==> config.mk <==
export PLATFORM = sky130hd
export DESIGN_NAME = pmc_top
export DESIGN_NICKNAME = d
export VERILOG_FILES = /design/src/rtl/pmc_pkg.sv /design/src/rtl/pmc_sysctl_reg.sv /design/src/rtl/pmc_settle_timer.sv /design/src/rtl/pmc_mode_fsm.sv /design/src/rtl/pmc_top.sv
export SDC_FILE = /design/constraint.sdc
export NUM_CORES = 1
export LEC_CHECK = 0
export CORE_ASPECT_RATIO = 1.2
export CORE_MARGIN = 2
export CORE_UTILIZATION = 40
export DETAILED_ROUTE_END_ITERATION = 8
export PLACE_DENSITY = 0.72
export SLEW_MARGIN = 10
export SYNTH_ARGS = -nofsm -noshare
export SYNTH_HDL_FRONTEND = slang
export SYNTH_SLANG_ARGS = --single-unit
==> constraint.sdc <==
create_clock -name clk -period 2 [get_ports clk]
set_input_delay 0.4 -clock clk [delete_from_list [all_inputs] [get_ports clk]]
set_output_delay 0.4 -clock clk [all_outputs]
set_load 0.02 [all_outputs]
==> src/rtl/pmc_pkg.sv <==
package pmc_pkg;

    localparam int MODE_W  = 7;
    localparam int CTL_W   = 8;
    localparam int WSEL_W  = 3;
    localparam int DSEL_W  = 2;

    typedef enum logic [MODE_W-1:0] {
        MODE_ACTIVE   = 7'b0000001,
        MODE_SUBACT   = 7'b0000010,
        MODE_SLEEP    = 7'b0000100,
        MODE_SUBSLEEP = 7'b0001000,
        MODE_STANDBY  = 7'b0010000,
        MODE_WATCH    = 7'b0100000,
        MODE_SETTLE   = 7'b1000000
    } pmc_mode_e;

    // control byte; field positions are software-visible
    typedef struct packed {
        logic              standby;
        logic [WSEL_W-1:0] wait_sel;
        logic              low_speed;
        logic              fixed_one;
        logic [DSEL_W-1:0] med_div;
    } sysctl_t;

    localparam logic [CTL_W-1:0] SYSCTL_RST   = 8'h07;
    localparam logic [CTL_W-1:0] SYSCTL_WMASK = 8'hFB;

    function automatic logic is_run_mode(pmc_mode_e m);
        return (m == MODE_ACTIVE) || (m == MODE_SUBACT);
    endfunction

    function automatic logic osc_needed(pmc_mode_e m);
        return (m == MODE_ACTIVE) || (m == MODE_SLEEP) || (m == MODE_SETTLE);
    endfunction

    function automatic logic [7:0] div_ratio_of(logic [DSEL_W-1:0] sel);
        return 8'd16 << sel;
    endfunction

endpackage

==> src/rtl/pmc_sysctl_reg.sv <==
module pmc_sysctl_reg
    import pmc_pkg::*;
(
    input  logic             clk,
    input  logic             rst,
    input  logic             wr_en,
    input  logic             wr_allow,
    input  logic [CTL_W-1:0] wdata,
    output sysctl_t          q
);

    logic [CTL_W-1:0] bits;

    always_ff @(posedge clk) begin
        if (rst) begin
            bits <= SYSCTL_RST;
        end else if (wr_en && wr_allow) begin
            // fixed bit forced high, write data masked off there
            bits <= (wdata & SYSCTL_WMASK) | ~SYSCTL_WMASK;
        end
    end

    assign q = sysctl_t'(bits);

endmodule

==> src/rtl/pmc_settle_timer.sv <==
module pmc_settle_timer #(
    parameter int BASE_WAIT = 8192,
    parameter int SEL_W     = 3
) (
    input  logic             clk,
    input  logic             rst,
    input  logic             load,
    input  logic [SEL_W-1:0] sel,
    output logic             done
);

    localparam int SAT_SHIFT = 1 << (SEL_W - 1);
    localparam int MAX_WAIT  = BASE_WAIT << SAT_SHIFT;
    localparam int CNT_W     = $clog2(MAX_WAIT + 1);

    logic [CNT_W-1:0] cnt;

    function automatic logic [CNT_W-1:0] wait_of(logic [SEL_W-1:0] s);
        if (s[SEL_W-1])
            return CNT_W'(MAX_WAIT);
        else
            return CNT_W'(BASE_WAIT) << s[SEL_W-2:0];
    endfunction

    always_ff @(posedge clk) begin
        if (rst) begin
            cnt <= '0;
        end else if (load) begin
            cnt <= wait_of(sel);
        end else if (cnt != '0) begin
            cnt <= cnt - CNT_W'(1);
        end
    end

    // last settle cycle: the mode leaves SETTLE on the next edge
    assign done = (cnt == CNT_W'(1));

endmodule

==> src/rtl/pmc_mode_fsm.sv <==
module pmc_mode_fsm
    import pmc_pkg::*;
(
    input  logic      clk,
    input  logic      rst,
    input  sysctl_t   ctl,
    input  logic      sleep_req,
    input  logic      wake_evt,
    input  logic      timer_run,
    input  logic      settle_done,
    output pmc_mode_e mode,
    output logic      settle_load
);

    pmc_mode_e nxt;

    always_comb begin
        nxt = mode;
        case (mode)
            MODE_ACTIVE: begin
                if (sleep_req)
                    nxt = ctl.standby ? (timer_run ? MODE_WATCH : MODE_STANDBY)
                                      : MODE_SLEEP;
                else if (ctl.low_speed)
                    nxt = MODE_SUBACT;
            end
            MODE_SUBACT: begin
                if (sleep_req)
                    nxt = ctl.standby ? MODE_WATCH : MODE_SUBSLEEP;
                else if (!ctl.low_speed)
                    nxt = MODE_ACTIVE;
            end
            MODE_SLEEP:    if (wake_evt) nxt = MODE_ACTIVE;
            MODE_SUBSLEEP: if (wake_evt) nxt = MODE_SUBACT;
            MODE_STANDBY:  if (wake_evt) nxt = MODE_SETTLE;
            MODE_WATCH: begin
                if (wake_evt)
                    nxt = ctl.low_speed ? MODE_SUBACT : MODE_SETTLE;
            end
            MODE_SETTLE:   if (settle_done) nxt = MODE_ACTIVE;
            default:       nxt = MODE_ACTIVE;
        endcase
    end

    assign settle_load = (nxt == MODE_SETTLE) && (mode != MODE_SETTLE);

    always_ff @(posedge clk) begin
        if (rst) mode <= MODE_ACTIVE;
        else     mode <= nxt;
    end

endmodule

==> src/rtl/pmc_top.sv <==
module pmc_top
    import pmc_pkg::*;
#(
    parameter int BASE_WAIT = 8192
) (
    input  logic              clk,
    input  logic              rst,
    input  logic              wr_en,
    input  logic [CTL_W-1:0]  wdata,
    output logic [CTL_W-1:0]  rdata,
    input  logic              sleep_req,
    input  logic              wake_evt,
    input  logic              timer_run,
    output logic [MODE_W-1:0] mode,
    output logic              cpu_clk_en,
    output logic              cpu_clk_sub,
    output logic              main_osc_en,
    output logic [7:0]        div_ratio
);

    sysctl_t   ctl;
    pmc_mode_e cur;
    logic      settle_load;
    logic      settle_done;

    pmc_sysctl_reg u_reg (
        .clk      (clk),
        .rst      (rst),
        .wr_en    (wr_en),
        .wr_allow (is_run_mode(cur)),
        .wdata    (wdata),
        .q        (ctl)
    );

    pmc_mode_fsm u_fsm (
        .clk         (clk),
        .rst         (rst),
        .ctl         (ctl),
        .sleep_req   (sleep_req),
        .wake_evt    (wake_evt),
        .timer_run   (timer_run),
        .settle_done (settle_done),
        .mode        (cur),
        .settle_load (settle_load)
    );

    pmc_settle_timer #(
        .BASE_WAIT (BASE_WAIT),
        .SEL_W     (WSEL_W)
    ) u_tmr (
        .clk  (clk),
        .rst  (rst),
        .load (settle_load),
        .sel  (ctl.wait_sel),
        .done (settle_done)
    );

    assign rdata       = ctl;
    assign mode        = cur;
    assign cpu_clk_en  = is_run_mode(cur);
    assign cpu_clk_sub = (cur == MODE_SUBACT);
    assign main_osc_en = osc_needed(cur);
    assign div_ratio   = div_ratio_of(ctl.med_div);

endmodule

-- Word level (Yosys, flattened, before mapping)
Cells that the tools add are included.
- add/sub/neg operators: 1
- eq/ne operators: 10
- shift operators: 2
- multiplexer cells: 17
- reduce and logical (&&, ||, !) cells: 7
- operators with widths (cell ; number):
    7-bit 2-to-1 mux ; 11
    18-bit 2-to-1 mux ; 3
    7-bit one-hot mux with 7 select lines ; 1
    18-bit by 1-bit equality test with 1-bit output, second input constant ; 1
    18-bit nonzero test ; 1
    14-bit by 2-bit << shifter with 18-bit output, first input constant ; 1
    18-bit by 1-bit subtractor with 18-bit output, second input constant ; 1
    7-bit equality test, second input constant ; 2
    6-bit 2-to-1 mux ; 2
    5-bit by 2-bit << shifter with 8-bit output, first input constant ; 1
    7-bit by 1-bit equality test with 1-bit output, second input constant ; 1
    7-bit by 2-bit equality test with 1-bit output, second input constant ; 1
    7-bit by 3-bit equality test with 1-bit output, second input constant ; 1
    7-bit by 4-bit equality test with 1-bit output, second input constant ; 1
    7-bit by 5-bit equality test with 1-bit output, second input constant ; 1
    7-bit by 6-bit equality test with 1-bit output, second input constant ; 1
    7-bit != test, second input constant ; 1
    1-bit logical OR ; 3
    1-bit logical AND ; 2
    2-bit nonzero test ; 1
- bits in registers: 32
- bits of input ports: 14
- output and inout port bits: 26

-- Logic depth before layout (Yosys ltp)
Gate-level depths: netlist of run 1.
- word-level depth: 7
- gate-level depth with buffers: 7

-- Cells and area by module
Synthesis of run 1 repeated with hierarchy kept, for this count alone.
- cell total of the unflattened synthesis: 240
- area, all modules: 2000.7 µm²
- modules (own cells, without submodules) (module ; instances ; cells an instance ; area an instance (µm²) ; sequential area each (µm²)):
    pmc_settle_timer ; 1 ; 125 ; 1047.3 ; 360.3
    pmc_mode_fsm ; 1 ; 66 ; 524.3 ; 140.1
    pmc_sysctl_reg ; 1 ; 31 ; 304.0 ; 140.1
    pmc_top ; 1 ; 18 ; 125.1 ; 0.0

-- Worst setup path before layout of run 1
OpenSTA, ideal clock, no wires.
- kind: reg-to-reg
- start: register u_fsm.mode[1]
- end: register u_reg.bits[0] (netlist: u_reg.q[0])
- data arrival time: 1798 ps
- required time: 1880 ps
- path slack: 82 ps
- stages on the path, launching flop included: 7
- path buffers: 1
- path through: dfxtp_1 > clkbuf_1 > nor2b_1 > o211ai_1 > inv_1 > nand2_2 > a211o_1
- longest elaborated chain between the ends: 3
- elaborated cells on any way between the ends: 4
- classes of those cells: 2 x eq/ne; 2 x reduce/logical
- ends and longest elaborated chain (element ; RTL line ; text):
    from (decl) ; pmc_mode_fsm.sv:11 ; output pmc_mode_e mode,
    from (signal assigned) ; pmc_mode_fsm.sv:49 ; else mode <= nxt;
    7-bit by 1-bit equality test with 1-bit output / 7-bit by 2-bit equality test with 1-bit output (equally long branches) ; - ;
    1-bit logical OR * ; - ;
    net cpu_clk_en ; pmc_top.sv:15 ; output logic cpu_clk_en,
    1-bit logical AND * ; pmc_sysctl_reg.sv:17 ; end else if (wr_en && wr_allow) begin
    to (signal assigned) ; pmc_sysctl_reg.sv:19 ; bits <= (wdata & SYSCTL_WMASK) | ~SYSCTL_WMASK;
    to (decl) ; pmc_sysctl_reg.sv:12 ; logic [CTL_W-1:0] bits;
The timed path passes the listed nets; every way through them passes the cells marked *.
A chain may end at the register's enable or synchronous reset.

-- Worst setup path after layout of run 1
- start: register u_tmr.cnt[2]
- end: register u_tmr.cnt[11]
- longest elaborated chain between the ends: 6
- elaborated cells on any way between the ends: 10
- classes of those cells: 1 x add/sub; 2 x eq/ne; 4 x mux; 3 x reduce/logical
- ends and longest elaborated chain (element ; RTL line ; text):
    from (decl) ; pmc_settle_timer.sv:16 ; logic [CNT_W-1:0] cnt;
    from (signal assigned) ; pmc_settle_timer.sv:29 ; cnt <= wait_of(sel);
    from (signal assigned) ; pmc_settle_timer.sv:31 ; cnt <= cnt - CNT_W'(1);
    18-bit by 1-bit equality test with 1-bit output ; pmc_settle_timer.sv:36 ; assign done = (cnt == CNT_W'(1));
    7-bit 2-to-1 mux ; pmc_mode_fsm.sv:40 ; MODE_SETTLE: if (settle_done) nxt = MODE_ACTIVE;
    7-bit one-hot mux with 7 select lines ; pmc_mode_fsm.sv:19 ; case (mode)
    7-bit equality test ; pmc_mode_fsm.sv:45 ; assign settle_load = (nxt == MODE_SETTLE) && (mode != MODE_SETTLE);
    1-bit logical AND ; pmc_mode_fsm.sv:45 ;
    18-bit 2-to-1 mux / 2-bit nonzero test (equally long branches) ; - ;
Parallel ways exist; a longest one is shown, timed or not. The select of a mux whose other input is x is not followed.

==> results of run 1 <==
-- metrics by stage --
step | cells | worst slack [ns] | util
final | 325 | 0.134 | 0.555
after CTS | 324 | 0.0359 | 0.553
after global placement | 316 | 0.0522 | 0.531
after detailed placement | 316 | 0.0282 | 0.531
after floorplan | 218 | 0.0820 | -
after global routing | 325 | 0.0255 | 0.555
-- timing repair --
item | 4_1_cts | 5_1_grt
resized for setup | 4 | 5
hold endpoints to repair | 0 | 0
pin swaps | 0 | 1
setup endpoints to repair | 3 | 7
buffers inserted | 0 | 1
-- synth_stat cells (4+ instances only) --
cell type                 number  area share
sky130_fd_sc_hd__dfxtp_1      32        0.36
sky130_fd_sc_hd__nor2_1       27       0.057
sky130_fd_sc_hd__a21oi_1      14       0.039
sky130_fd_sc_hd__nor3_1       12       0.034
sky130_fd_sc_hd__o21ai_0      12       0.034
sky130_fd_sc_hd__nor2b_1       9       0.031
sky130_fd_sc_hd__or3_1         9       0.031
sky130_fd_sc_hd__nand2_1       8       0.017
sky130_fd_sc_hd__or4_1         6       0.025
sky130_fd_sc_hd__buf_4         5       0.021
sky130_fd_sc_hd__inv_1         5       0.010
sky130_fd_sc_hd__mux2i_1       5       0.028
sky130_fd_sc_hd__nand4_1       5       0.017
sky130_fd_sc_hd__and3_1        4       0.014
sky130_fd_sc_hd__xnor2_1       4       0.020
sky130_fd_sc_hd__xor2_1        4       0.020
-- cell type report --
type | count | area (µm²) | share of cell area
Multi-Input combinational cell | 172 | 1090 | 0.459
Sequential cell | 32 | 643 | 0.270
Timing Repair Buffer | 52 | 465 | 0.195
Clock buffer | 6 | 82.6 | 0.0347
Inverter | 5 | 18.8 | 0.00788
Clock inverter | 2 | 10.0 | 0.00420
Tap cell | 56 | 70.1 | 0.0294
-- power by group --
group | internal [W] | switching [W]
registers | 0.000852 | 0.000259
logic | 0.000890 | 0.00107
clock network | 0.000274 | 0.000218
total | 0.00202 | 0.00155
-- flip-flops by register name, indices dropped and copies added (netlist names) --
name / cells
u_fsm.mode: 7
u_tmr.cnt: 18
u_reg.q: 7
-- layer usage --
metal	vias up	wire length, µm
li1	886	-
met1	788	1770
met2	31	2120
met3	5	153
met4	0	53
met5	-	0
-- placed cells by master (no fill, tap or decap), types with 3 or more instances in the layout --
cell type and instances:
sky130_fd_sc_hd__xnor2_1 4, sky130_fd_sc_hd__nand4_1 5, sky130_fd_sc_hd__nand3b_1 3, sky130_fd_sc_hd__clkbuf_8 6, sky130_fd_sc_hd__dfxtp_1 30, sky130_fd_sc_hd__and2_1 3, sky130_fd_sc_hd__nor2b_1 9, sky130_fd_sc_hd__o21ai_0 12
sky130_fd_sc_hd__nor2_1 27, sky130_fd_sc_hd__nand2b_1 3, sky130_fd_sc_hd__nor3_1 11, sky130_fd_sc_hd__clkdlybuf4s50_1 30, sky130_fd_sc_hd__conb_1 5, sky130_fd_sc_hd__nand2_1 8, sky130_fd_sc_hd__buf_4 19, sky130_fd_sc_hd__or4_1 6
sky130_fd_sc_hd__inv_1 5, sky130_fd_sc_hd__mux2i_1 5, sky130_fd_sc_hd__o31ai_1 3, sky130_fd_sc_hd__nand3_1 3, sky130_fd_sc_hd__a21oi_1 14, sky130_fd_sc_hd__ha_1 3, sky130_fd_sc_hd__and3_1 4, sky130_fd_sc_hd__or3_1 9
sky130_fd_sc_hd__xor2_1 4, sky130_fd_sc_hd__o211ai_1 3
-- worst max-delay path: cells and delay by family, from the launching register on --
family             cells  cell delay, ns
DFF                    1            0.38
and+or+nand+nor        4            1.30
AOI/OAI and AO/OA      1            0.13
-- final timing paths --
| path | endpoint | depth (start not counted) | start | slack [ns] |
|---|---|---|---|---|
| hold reg to reg | u_tmr.cnt[11] | 2 | u_tmr.cnt[11] | 0.49 |
| setup / recovery | u_tmr.cnt[11] | 5 | u_tmr.cnt[2] | 0.13 |
| setup reg to reg | u_tmr.cnt[11] | 5 | u_tmr.cnt[2] | 0.13 |
| hold / removal | u_tmr.cnt[11] | 2 | u_tmr.cnt[11] | 0.49 |
-- logic make-up after synthesis --
| group | synth area share |
|---|---|
| adder cells (fa/ha/maj) | 0.0210 |
| multiplexers | 0.0280 |
| XOR/XNOR | 0.0392 |
| buffers and inverters | 0.0406 |
| flip-flops | 0.358 |
| AO/OA/AOI/OAI | 0.177 |
| other | 0.00420 |
| AND/OR/NAND/NOR | 0.332 |
==> reports/results.ini, run 1 <==
[status]
run_status=finished clean

[cells_and_area]
fin_area_um2=2380
layout-area-overhead-vs-synth_pct=33.1
num-nets-final=285
n_fill_cell=432
num_antenna_cells=0
fraction_of_final_layout_cells_sized_beyond_drive_strength_1=0.149

[synthesis]
synthDistinctLibCells=49
syn-mean-instance-area_um2=8.32
synth_enable_flop_cells=0
syn_inst=215
post_syn_area_um2=1790
ys_async_sr_fraction=0
postSynthRegisterBits=32
ys.warnings.count=0
ys_seq_area_frac=0.358
ys_flop_type=sky130_fd_sc_hd__dfxtp_1

[cts]
cts.root.buffer_cell=sky130_fd_sc_hd__clkbuf_8
worst_skew_pair.late_latency_ns=0.28
htreeDepth=2
cts.clk_slew.worst_paths_ns=0.06
cts.path.max_buffers=2
hold_buffers=0
numClockSinks=32
tritoncts=done
cts_made_buffers=5

[global_routing]
gr-usage-met3=0.0367
grt_pass1_wl_mm=6.89
grt.busiest_layer=met2
globalRouteMet1Util=0.207
grt_max_degree=12
grt_pass1_vias=1565
grt_use_met2=0.305
total_gr_overflow=0
grt_antenna_before_repair=0
grt_util_overall=0.173

[routing]
drt_drc_violations_left=0
detail_route.iter0.violations=79
routed_wire_length_per_instance_um=12.6
vias_per_cell=5.26
route.antenna.remaining_nets=0
detail_route.first_pass.iterations=4
routed_wirelength_mm=4.09
vias=1710

[sta]
count_of_endpoints_failing_setup_in_the_final_report=0
min_period_ns=1.87
unrepaired_setup_endpoints_after_global_routing=no
max_freq_mhz=536
final.period_utilization=0.933
final-hold-violation-count=0
final-max-slew-violation-count=0
fin_worst_hold_slack_ns=0.494
setup_tns_ns=0
finalClockSkew_ns=0.00252

[floorplanning]
rows=26
coreArea_um2=4290
die_width_um=65.1
chipHeight_um=77.3
io_pins=40
die_area_um2=5030
start_util=0.417

[placed_design]
port-buffer-count=33
postPlaceCellArea_um2=2280
globalplace.congestion=0.916
detailedPlacementHpwl_mm=3.17

[worst_setup_path]
crit_path_end_kind=flip-flop
worst-endpoint-required_ns=2.21
worst_setup_path_category=flip-flop to flip-flop
setup.worst_path.start_class=flip-flop
critical-path-max-stage-delay_ns=0.43
path_cells=nor4_4, nand2_4, or4_1, or3_1, a21oi_1
critical_path.slowest_cell=sky130_fd_sc_hd__or4_1
path_max_fanout=9
worst_ep_arrival_time_ns=2.08

[run]
drv_cap=0

[power]
totalPowerFinal_w=0.00356
maximum_ir_drop_on_the_vdd_rail_mv=1.06
power_leakage_nw=0.957
power_per_cell_area_nw_per_um2=1500

[worst_hold_path]
hold_class=flip-flop to flip-flop

(Power assumes the default switching activity.)
==> run 2, diff against run 1 <==
--- a/config.mk
+++ b/config.mk
@@ -10,5 +10,6 @@
 export CORE_UTILIZATION = 40
 export DETAILED_ROUTE_END_ITERATION = 8
-export PLACE_DENSITY = 0.72
+export DONT_BUFFER_PORTS = 1
+export PLACE_DENSITY = 0.6
 export SLEW_MARGIN = 10
 export SYNTH_ARGS = -nofsm -noshare
==> constraint.sdc (replaced) <==
create_clock -name clk -period 2 [get_ports clk]
set_input_delay 0.2 -clock clk [delete_from_list [all_inputs] [get_ports clk]]
set_output_delay 0.2 -clock clk [all_outputs]
set_load 0.02 [all_outputs]
==> reports/results.ini, run 2 (same netlist as run 1, synthesis figures left out) <==
[floorplanning]
chipHeight_um=77.3  ; unchanged
coreArea_um2=4290  ; unchanged
die_area_um2=5030  ; unchanged
die_width_um=65.1  ; unchanged
start_util=0.417  ; unchanged
io_pins=40  ; unchanged
rows=26  ; unchanged

[global_routing]
grt_pass1_vias=1526  ; -2.5%
grt_max_degree=11  ; -1
total_gr_overflow=0  ; unchanged
grt_pass1_wl_mm=6.76  ; -1.9%
grt_util_overall=0.170  ; -0.00357
grt_antenna_before_repair=0  ; unchanged

[sta]
finalClockSkew_ns=0.00619  ; +0.00366 ns
setup_tns_ns=0  ; unchanged
unrepaired_setup_endpoints_after_global_routing=no
final-hold-violation-count=0  ; unchanged
max_freq_mhz=544  ; +1.6%
count_of_endpoints_failing_setup_in_the_final_report=0  ; unchanged
final-max-slew-violation-count=0  ; unchanged
fin_worst_hold_slack_ns=0.0107  ; -0.483 ns
final.period_utilization=0.918  ; -0.0148
min_period_ns=1.84  ; -0.0295 ns

[cts]
tritoncts=done
numClockSinks=32  ; unchanged
cts.root.buffer_cell=sky130_fd_sc_hd__clkbuf_8
cts.clk_slew.worst_paths_ns=0.07  ; about the same
cts.path.max_buffers=2  ; unchanged
worst_skew_pair.late_latency_ns=0.28  ; about the same
htreeDepth=2  ; unchanged
cts_made_buffers=5  ; unchanged

[power]
power_leakage_nw=0.845  ; -12%
power_per_cell_area_nw_per_um2=1720  ; +15%
maximum_ir_drop_on_the_vdd_rail_mv=0.854  ; -19%

[worst_setup_path]
worst_ep_arrival_time_ns=2.05  ; -0.03 ns
worst-endpoint-required_ns=2.22  ; about the same
worst_setup_path_category=flip-flop to flip-flop
crit_path_end_kind=flip-flop
path_cells=nor4_4, nand2_4, or4_1, or3_1, a21oi_1
cp_num_buf_inv=0  ; unchanged
critical_path.slowest_cell=sky130_fd_sc_hd__or4_1
critical-path-max-stage-delay_ns=0.43  ; about the same
critPathTopFamily=simple AND/OR/NAND/NOR gates
path_max_fanout=9  ; unchanged
setup.worst_path.start_class=flip-flop

[cells_and_area]
num-nets-final=253  ; -11%
fraction_of_final_layout_cells_sized_beyond_drive_strength_1=0.156  ; +0.00742
n_fill_cell=446  ; +3.2%
layout.area.seq_um2=641  ; -0.39%
fin_area_um2=2100  ; -12%
postLayoutCoreUtil=0.490  ; -0.0647
num_antenna_cells=0  ; unchanged
largest_register_ff_count=18  ; unchanged
layout-area-overhead-vs-synth_pct=17.6
layout.cells.most_common=sky130_fd_sc_hd__dfxtp_1
multi_input_area_um2=1090  ; +0.11%
register_with_the_most_flip_flops=u_tmr.cnt
mostFrequentLayoutCells=32 x sky130_fd_sc_hd__dfxtp_1, 27 x sky130_fd_sc_hd__nor2_1, 18 x sky130_fd_sc_hd__buf_4, 14 x sky130_fd_sc_hd__a21oi_1

[routing]
detail_route.first_pass.iterations=4  ; unchanged
routed_wire_length_per_instance_um=13.3  ; +5.3%
routed_wirelength_mm=3.88  ; -5.1%
route.antenna.remaining_nets=0  ; unchanged
drt_drc_violations_left=0  ; unchanged
detail_route.iter0.violations=105  ; +33%
vias_per_cell=5.40  ; +2.7%
vias=1583  ; -7.4%

[placed_design]
postPlaceCellArea_um2=1950  ; -14%
port-buffer-count=0  ; -100%
detailedPlacementHpwl_mm=2.96  ; -6.7%
globalplace.congestion=0.803  ; -12%

[worst_hold_path]
hold_class=input port to flip-flop

[status]
run_status=finished clean

[run]
drv_cap=0  ; unchanged

## run 2: final cells by class
cell class | instances | area share
Clock buffer | 7 | 0.0458
Clock inverter | 1 | 0.0143
Inverter | 5 | 0.00892
Multi-Input combinational cell | 172 | 0.520
Sequential cell | 32 | 0.304
Tap cell | 56 | 0.0333
Timing Repair Buffer | 20 | 0.0737
## run 2: final timing paths
kind	cells past startpoint	endpoint	slack [ns]	from
setup / recovery	5	u_tmr.cnt[11]	0.16	u_tmr.cnt[3]
hold / removal	1	u_reg.q[0]	0.01	rst
setup reg to reg	5	u_tmr.cnt[11]	0.16	u_tmr.cnt[3]
hold reg to reg	2	u_tmr.cnt[7]	0.51	u_tmr.cnt[7]
## run 2: what timing repair did
item                                    CTS  global route
hold buffers                              1             1
gates resized for setup                   0             2
hold endpoints to repair                  5             1
buffers inserted                          0             0
endpoints found under the setup margin    0             7
## run 2: worst reg2reg max path, delay by kind of cell, from the launching register on
kind	cells	cell delay [ns]
compound gates	1	0.14
simple gates	4	1.27
flops	1	0.37
## run 2: layer usage
| metal | GRT usage | wire length, µm | up-vias |
|---|---|---|---|
| li1 | - | - | 816 |
| met3 | 0.0455 | 174 | 7 |
| met1 | 0.193 | 1700 | 734 |
| met4 | 0.0625 | 60 | 0 |
| met5 | 0 | 0 | - |
| met2 | 0.300 | 1950 | 26 |
## run 2: metrics by stage
step | total power (W) | cells | setup slack (ns)
after floorplan | 0.00249 | 218 | 0.0820
after global placement | 0.00291 | 283 | 0.115
after detailed placement | 0.00295 | 283 | 0.0673
after CTS | 0.00363 | 292 | 0.0596
after global routing | 0.00395 | 293 | 0.00918
final | 0.00361 | 293 | 0.163
## run 2: report_power, final
group	internal [W]	total, W	switching [W]
Combinational	0.000794	0.00179	0.000999
Sequential	0.000849	0.00115	0.000301
Clock	0.000439	0.000670	0.000231
==> run 3, diff against run 2 <==
- SKIP_LAST_GASP: unset -> 1
- SYNTH_HIERARCHICAL: unset -> 1
==> reports/results.ini, run 3 <==
[floorplanning]
chipHeight_um=81.5  ; +5.4%
coreArea_um2=4870  ; +13%
rows=28  ; +7.7%
io_pins=40  ; unchanged
start_util=0.411  ; -0.00582
die_width_um=68.6  ; +5.4%
die_area_um2=5590  ; +11%

[routing]
routed_wire_length_per_instance_um=15.4  ; +16%
vias_per_cell=5.89  ; +9.1%
routed_wirelength_mm=5.05  ; +30%
drt_drc_violations_left=0  ; unchanged
route.antenna.remaining_nets=0  ; unchanged
vias=1939  ; +22%
detail_route.first_pass.iterations=4  ; unchanged
detail_route.iter0.violations=118  ; +12%

[synthesis]
syn-mean-instance-area_um2=8.34  ; +0.17%
synth-xor-area-share=0.0175  ; -0.0216
postSynthRegisterBits=32  ; unchanged
syn_inst=240  ; +12%
netlist_top_cells_count=32 x sky130_fd_sc_hd__dfxtp_1, 17 x sky130_fd_sc_hd__a21oi_1, 13 x sky130_fd_sc_hd__nand2_1, 13 x sky130_fd_sc_hd__nor2_1, 13 x sky130_fd_sc_hd__nor4_1
synth_enable_flop_cells=0  ; unchanged
ys_async_sr_fraction=0  ; unchanged
ys_seq_area_frac=0.320  ; -0.0378
synthDistinctLibCells=57  ; +16%
synth.most_common_cell=sky130_fd_sc_hd__dfxtp_1
ys.warnings.count=6  ; +6
synth_top_family_by_area=simple AND/OR/NAND/NOR gates
synth_fa_ha_area_frac=0.0125  ; -0.00847
synth.area.top_cells=sky130_fd_sc_hd__dfxtp_1 32%, sky130_fd_sc_hd__a21oi_1 4.3%, sky130_fd_sc_hd__nor4_1 4.1%
synth.area.mux_share=0.0200  ; -0.00796
synth-simple-area-share=0.345  ; +0.0124
post_syn_area_um2=2000  ; +12%
synth_top_cell_by_area=sky130_fd_sc_hd__dfxtp_1
synth_compound_area_frac=0.211  ; +0.0345
synthDominantCellAreaShare=0.320  ; -0.0378
ys_flop_type=sky130_fd_sc_hd__dfxtp_1

[cells_and_area]
num-nets-final=285  ; +13%
register_with_the_most_flip_flops=u_tmr/cnt
layout-area-overhead-vs-synth_pct=21.5
layout.cells.most_common=sky130_fd_sc_hd__buf_4
mostFrequentLayoutCells=35 x sky130_fd_sc_hd__buf_4, 28 x sky130_fd_sc_hd__dfxtp_1, 17 x sky130_fd_sc_hd__a21oi_1, 13 x sky130_fd_sc_hd__nor2_1, 13 x sky130_fd_sc_hd__nand2_1
largest_register_ff_count=18  ; unchanged
num_antenna_cells=0  ; unchanged
fraction_of_final_layout_cells_sized_beyond_drive_strength_1=0.271  ; +0.115

[worst_setup_path]
path_max_fanout=5  ; -4
crit_path_end_kind=flip-flop
worst_setup_path_category=flip-flop to flip-flop
setup.worst_path.start_class=flip-flop
worst-endpoint-required_ns=2.18  ; -0.04 ns
worst_ep_arrival_time_ns=2.12  ; +0.07 ns

[sta]
unrepaired_setup_endpoints_after_global_routing=no
worst_slew_margin_rel=0.588
final.period_utilization=0.969  ; +0.0510
finalClockSkew_ns=0.00823  ; +0.00204 ns
max_freq_mhz=516  ; -5.3%
worst-slew-pin-transition_ns=0.613
fin_worst_hold_slack_ns=0.0160  ; +0.00527 ns
min_period_ns=1.94  ; +0.102 ns
count_of_endpoints_failing_setup_in_the_final_report=0  ; unchanged
final-hold-violation-count=0  ; unchanged
setup_tns_ns=0  ; unchanged
final-max-slew-violation-count=0  ; unchanged

[global_routing]
grt_util_overall=0.191  ; +0.0207
grt_pass1_vias=1695  ; +11%
grt_antenna_before_repair=0  ; unchanged
total_gr_overflow=0  ; unchanged
grt_pass1_wl_mm=7.98  ; +18%
grt_max_degree=17  ; +6

[placed_design]
globalplace.congestion=0.869  ; +8.3%
detailedPlacementHpwl_mm=3.64  ; +23%
port-buffer-count=0  ; unchanged

[power]
seqPwrFrac=0.266  ; -0.052
power_per_cell_area_nw_per_um2=1570  ; -8.6%
maximum_ir_drop_on_the_vdd_rail_mv=0.709  ; -17%
p_int_w=0.00217  ; +4.0%
clkPwrFrac=0.123  ; -0.063
comb_power_share=0.611  ; +0.115
power_leakage_nw=0.940  ; +11%
power.net_switching_w=0.00165  ; +7.8%
switching_share_of_power=0.432  ; +0.00876

[run]
drv_cap=0  ; unchanged

[cts]
cts.root.buffer_cell=sky130_fd_sc_hd__clkbuf_8
tritoncts=done
htreeDepth=2  ; unchanged
numClockSinks=32  ; unchanged
cts_made_buffers=5  ; unchanged
number_of_post_cts_setup_repair_buffers=0  ; unchanged
worst_skew_pair.late_latency_ns=0.29  ; about the same
cts.path.max_buffers=2  ; unchanged
cts.clk_slew.worst_paths_ns=0.07  ; about the same

[status]
run_status=finished clean

[worst_hold_path]
hold_class=input port to flip-flop

run 3: per-stage QoR:
step	util	area [µm²]	total power, W	instances	setup slack [ns]
2_1_floorplan	-	2060	0.00246	243	0.0162
3_3_place_gp	0.473	2300	0.00318	321	0.0294
3_5_place_dp	0.473	2300	0.00321	321	0.0194
4_1_cts	0.491	2390	0.00373	329	0.0256
5_1_grt	0.499	2430	0.00411	329	0.00326
6_report	0.499	2430	0.00382	329	0.0614
run 3: kinds of logic after synthesis:
group,Yosys count
AND/OR/NAND/NOR,110
AO/OA/AOI/OAI,59
flip-flops,32
buffers and inverters,27
XOR/XNOR,4
multiplexers,4
adder cells (fa/ha/maj),2
other,2
run 3: repair_timing:
item,4_1_cts,5_1_grt
pin swaps,0,4
gates resized for setup,1,12
hold buffers,1,0
endpoints found under the hold margin,7,0
setup endpoints to repair,2,10
run 3: cell type report:
class,count,area [µm²]
clock buffer,6,72.6
clock inverter,1,5.00
fill,500,2440
inverter,10,37.5
multi-input combinational,184,1320
sequential,32,648
tap,60,75.1
timing repair buffer,36,273
run 3: routing by layer:
metal  up-vias  part of all wire  track usage
met5         -                 0            0
met4         0             0.013       0.0600
met3         6             0.054       0.0534
met2        41              0.48        0.314
met1       927              0.45        0.237
li1        965                 -            -
run 3: worst paths after layout:
check | start | to | slack (ns) | cells after the start
setup / recovery | u_tmr/cnt[0] | u_tmr/cnt[9] | 0.06 | 4
hold / removal | rst | u_reg/q[0] | 0.02 | 1
setup reg to reg | u_tmr/cnt[0] | u_tmr/cnt[9] | 0.06 | 4
hold reg to reg | u_tmr/cnt[12] | u_tmr/cnt[12] | 0.50 | 2
run 3: critical path: stages, from the launching register on:
cell,delay [ns]
sky130_fd_sc_hd__dfxtp_2,0.35
sky130_fd_sc_hd__or4_4,0.56
sky130_fd_sc_hd__or2_2,0.30
sky130_fd_sc_hd__or4_1,0.49
sky130_fd_sc_hd__mux2i_1,0.13
run 3: power by group through the flow:
stage / Combinational, W / Sequential, W / Clock, W
floorplan: 0.00142 / 0.00104 / 0
global route: 0.00256 / 0.00104 / 0.000511
detailed placement: 0.00219 / 0.00102 / 0
CTS: 0.00223 / 0.00101 / 0.000490
global placement: 0.00217 / 0.00101 / 0
finish: 0.00233 / 0.00102 / 0.000469
